==> src/rtl/baud_gen2.sv <==
module baud_gen2 #(
  parameter int RATE_W   = 3,
  parameter int BASE_DIV = 4,
  parameter int OVS      = 16
) (
  input  logic              clk,
  input  logic              rst_n,
  input  logic              enable,
  input  logic [1:0]        pre_sel,
  input  logic [RATE_W-1:0] rate_sel,
  output logic              sample_tick,
  output logic              bit_tick
);
  localparam int PRE_CW  = $clog2(BASE_DIV * 13);
  localparam int RATE_CW = (1 << RATE_W) - 1;
  localparam int OVS_CW  = $clog2(OVS);

  logic [PRE_CW-1:0]  pre_cnt, pre_top;
  logic [RATE_CW-1:0] rate_cnt;
  logic [RATE_CW:0]   rate_one, rate_lim;
  logic [OVS_CW-1:0]  ovs_cnt;
  logic               pre_tick;

  always_comb begin
    case (pre_sel)
      2'b00:   pre_top = PRE_CW'(BASE_DIV * 1 - 1);
      2'b01:   pre_top = PRE_CW'(BASE_DIV * 3 - 1);
      2'b10:   pre_top = PRE_CW'(BASE_DIV * 4 - 1);
      default: pre_top = PRE_CW'(BASE_DIV * 13 - 1);
    endcase
  end

  assign rate_one    = (RATE_CW + 1)'(1) << rate_sel;
  assign rate_lim    = rate_one - 1'b1;
  assign pre_tick    = enable && (pre_cnt == pre_top);
  assign sample_tick = pre_tick && ((rate_cnt & rate_lim[RATE_CW-1:0]) == rate_lim[RATE_CW-1:0]);
  assign bit_tick    = sample_tick && (ovs_cnt == OVS_CW'(OVS - 1));

  always_ff @(posedge clk or negedge rst_n) begin
    if (!rst_n) begin
      pre_cnt  <= '0;
      rate_cnt <= '0;
      ovs_cnt  <= '0;
    end else if (!enable) begin
      pre_cnt  <= '0;
      rate_cnt <= '0;
      ovs_cnt  <= '0;
    end else begin
      pre_cnt <= pre_tick ? '0 : pre_cnt + 1'b1;
      if (pre_tick)    rate_cnt <= rate_cnt + 1'b1;
      if (sample_tick) ovs_cnt  <= ovs_cnt + 1'b1;
    end
  end
endmodule


==> config.mk <==
export PLATFORM = sky130hd
export DESIGN_NAME = baud_gen2
export DESIGN_NICKNAME = d
export VERILOG_FILES = /design/src/rtl/baud_gen2.sv
export SDC_FILE = /design/constraint.sdc
export NUM_CORES = 1
export LEC_CHECK = 0
export ABC_AREA = 1
export BUFFER_PORTS_ARGS = -buffer_cell sky130_fd_sc_hd__buf_4
export CELL_PAD_IN_SITES_DETAIL_PLACEMENT = 0
export CELL_PAD_IN_SITES_GLOBAL_PLACEMENT = 1
export CORE_ASPECT_RATIO = 0.8
export CORE_MARGIN = 10
export CORE_UTILIZATION = 40
export CTS_CLUSTER_SIZE = 14
export DETAILED_ROUTE_END_ITERATION = 10
export PLACE_DENSITY_LB_ADDON = 0.1
export SYNTH_ARGS = -nofsm -noshare
export SYNTH_HDL_FRONTEND = slang
export SYNTH_SLANG_ARGS = --single-unit
==> constraint.sdc <==
create_clock -name clk -period 3.54 [get_ports clk]
set_input_delay 0.531 -clock clk [delete_from_list [all_inputs] [get_ports clk]]
set_output_delay 0.531 -clock clk [all_outputs]
set_load 0.05 [all_outputs]
==> metrics.txt <==
outcome=complete, no violations; P_sw=0.0000944 W; Arr. time, crit path=1.89 ns; Setup WS post-layout=1.12 ns; routed via count=850; critical path required time=3.01 ns; endpoints failing hold=0; final WL=2100 um; Post-synth EDFFs=0; Critical-path top delay cell=ha_1; clock power share=32.3%; fmax=0.413 GHz; Critical Path Stages=9; Worst Tran Pin Value=0.273 ns; clk_skew=0.00583 ns; FF/Latch Area=425 um^2; worst r2r src=pre_cnt[0]; cts hold-fix bufs=0; die span in y=approximately 65 um; Commonest cells post-synth=nand2_1 (31), nand3_1 (21), dfrtp_1 (17); fin util=47.4%; non-filler cells, final=179; Sw Ratio=27.1%; Ports=10; Comb pwr share=10.2%; CP Capture Point=bit_tick; Die W=roughly 76 um; number of synthesized register bits=17; CTS resizes=0; sequential fraction of the synthesis area=41.7%; Mapped Area=1020 um^2; Max clock buf depth=2; Total Power=between 0.0003 and 0.0004 W; starting density of the core=41.8%; reg2reg path depth=8; ranking of synthesized cells by area=dfrtp_1 (42%), nand2_1 (11%), nand3_1 (10%); R2R setup slack=2.09 ns; final setup violation count=0; worst hold path type=input pin to async pin; CTS H-tree lvls=1; CTS tree=built; normalized max-slew margin=around 80%; DIE AREA=~5000 um^2; Flop pwr share=57.4%; VDD IR max=0.151 mV; dpl ws=roughly 1.1 ns; CTS Sinks=17; Slew Limit Fails=0; DR pass1 iterations=5; critical-path cell list=buf_4 -> inv_1 -> ha_1 -> xor2_1 -> nand3_2 -> nor2_4 -> nand2_4 -> nor2_1 -> buf_4; Via density=4.75; Crit path top cell by count=buf_4; final net count=157; CTS root buf=clkbuf_4; TritonCTS Buffers=3; largest net degree at the start of global routing=18; gr usage total=9.18%; routability cong.=0.774; core area=2440 um^2; crit path kind=input pin to primary output; Avg Cell Area, Syn=7.78 um^2; DPL Wire Length=around 1600 um; Setup crit start=pre_sel[0]; Cells after DPL=about 180; PortBufs=9; post-DR wirelength/cell=~12 um; initial antenna violation count=0; Syn Nets=144; Leakage=0.596 nW; FILL cells=approximately 260; Multi-input gate area=529 um^2; std cell rows=16; Fin Setup TNS=0 ns; vias in the first global route=between 800 and 900; CP max stage delay=0.29 ns; Netlist cell types=22; ys flop type=dfrtp_1; Ant. Diodes=0; synth-to-layout area growth=13.5%; max-cap viol count=0; CP endpoint kind=primary output; share of cells above drive strength 1=16.1%; Pwr per Cell Area=301 nW/um^2; Crit Path Max Fanout=8; crit path time final=~2.4 ns; Initial DRC Count=49; Post-CTS Setup Bufs=0; Crit path max-delay family=simple AND/OR/NAND/NOR gates; Clock transition at path regs=0.11 ns; GR Overflow Total=0; Ys Warns=0; R2R Path End=rate_cnt[5]; Final Cycle Share=68.3%; Syn Inst Count=131; RSZ-0062 raised after global routing=no; clk_lat worst skew=0.30 ns; library cell with the largest summed area after synthesis=dfrtp_1; ys async rst share=100%; top-count cell post-synth=nand2_1; Synth top area share=41.7%; first-pass GRT wire length=between 3000 and 4000 um; critical path buffer and inverter count=3; DR DRC count=0; crit start category=input pin; DRT antenna net count=0; Internal=0.000254 W
power groups by stage:
stage	clock, W	sequential, W	combinational (W)
floorplan	0	0.000203	0.0000203
detailed placement	0	0.000204	0.0000364
global placement	0	0.000204	0.0000354
CTS	0.000118	0.000200	0.0000367
global route	0.000129	0.000201	0.0000413
finish	0.000113	0.000200	0.0000355
stage by stage:
stage                     cell area [um^2]  hold slack (ns)
after global routing                  1160           0.0579
after detailed placement              1130            0.413
after floorplan                       1020            0.235
after global placement                1130            0.412
after CTS                             1160           0.0689
final                                 1160           0.0695
sequential cells by signal, indices dropped and copies added, names as in the netlist:
name and flops:
pre_cnt 6, rate_cnt 7, ovs_cnt 4
final cells by class:
class / count / area share (%)
clock buffer: 3 / 1.95
tap: 36 / 3.89
sequential: 17 / 36.8
clock inverter: 1 / 0.649
multi-input combinational: 97 / 45.7
timing repair buffer: 9 / 5.84
inverter: 16 / 5.19
cell families after synthesis:
group | after synthesis | synth area share, %
adder cells (fa/ha/maj) | 5 | 6.13
AO/OA/AOI/OAI | 7 | 4.17
XOR/XNOR | 6 | 5.15
AND/OR/NAND/NOR | 79 | 36.4
buffers and inverters | 17 | 6.38
flip-flops | 17 | 41.7
per-layer routing:
metal | track usage (%) | vias up | wire (um)
li1 | - | 446 | -
met1 | 11.2 | 389 | 1060
met2 | 14.4 | 13 | 945
met3 | 3.67 | 2 | 76
met4 | 3.24 | 0 | 22
met5 | 0 | - | 0
how the worst min path moves through the flow:
stage               start    endpoint  depth (start not counted)
finish              rst_n  pre_cnt[4]                          1
global route        rst_n  pre_cnt[4]                          1
CTS                 rst_n  pre_cnt[4]                          1
detailed placement  rst_n  pre_cnt[5]                          1
global placement    rst_n  pre_cnt[5]                          1
floorplan           rst_n  ovs_cnt[0]                          0
cells in the final DEF (no fill, tap or decap):
master / synthesis / layout
nand2_1: 31 / 31
nand3_1: 21 / 21
dfrtp_1: 17 / 17
inv_1: 15 / 15
nor2_1: 14 / 14
buf_4: 0 / 9
o21ai_0: 5 / 5
ha_1: 5 / 5
xor2_1: 4 / 4
clkbuf_4: 0 / 3
xnor2_1: 2 / 2
nor2_2: 2 / 2
nand4_1: 2 / 2
nand3b_1: 2 / 2
o21ai_2: 2 / 2
nand3_2: 1 / 1
nand2_2: 1 / 1
inv_2: 1 / 1
nor3b_1: 1 / 1
nor2_4: 1 / 1
nand2_4: 1 / 1
nor3_1: 1 / 1
or2_2: 1 / 1
clkinvlp_4: 0 / 1
(Power assumes the default switching activity.)
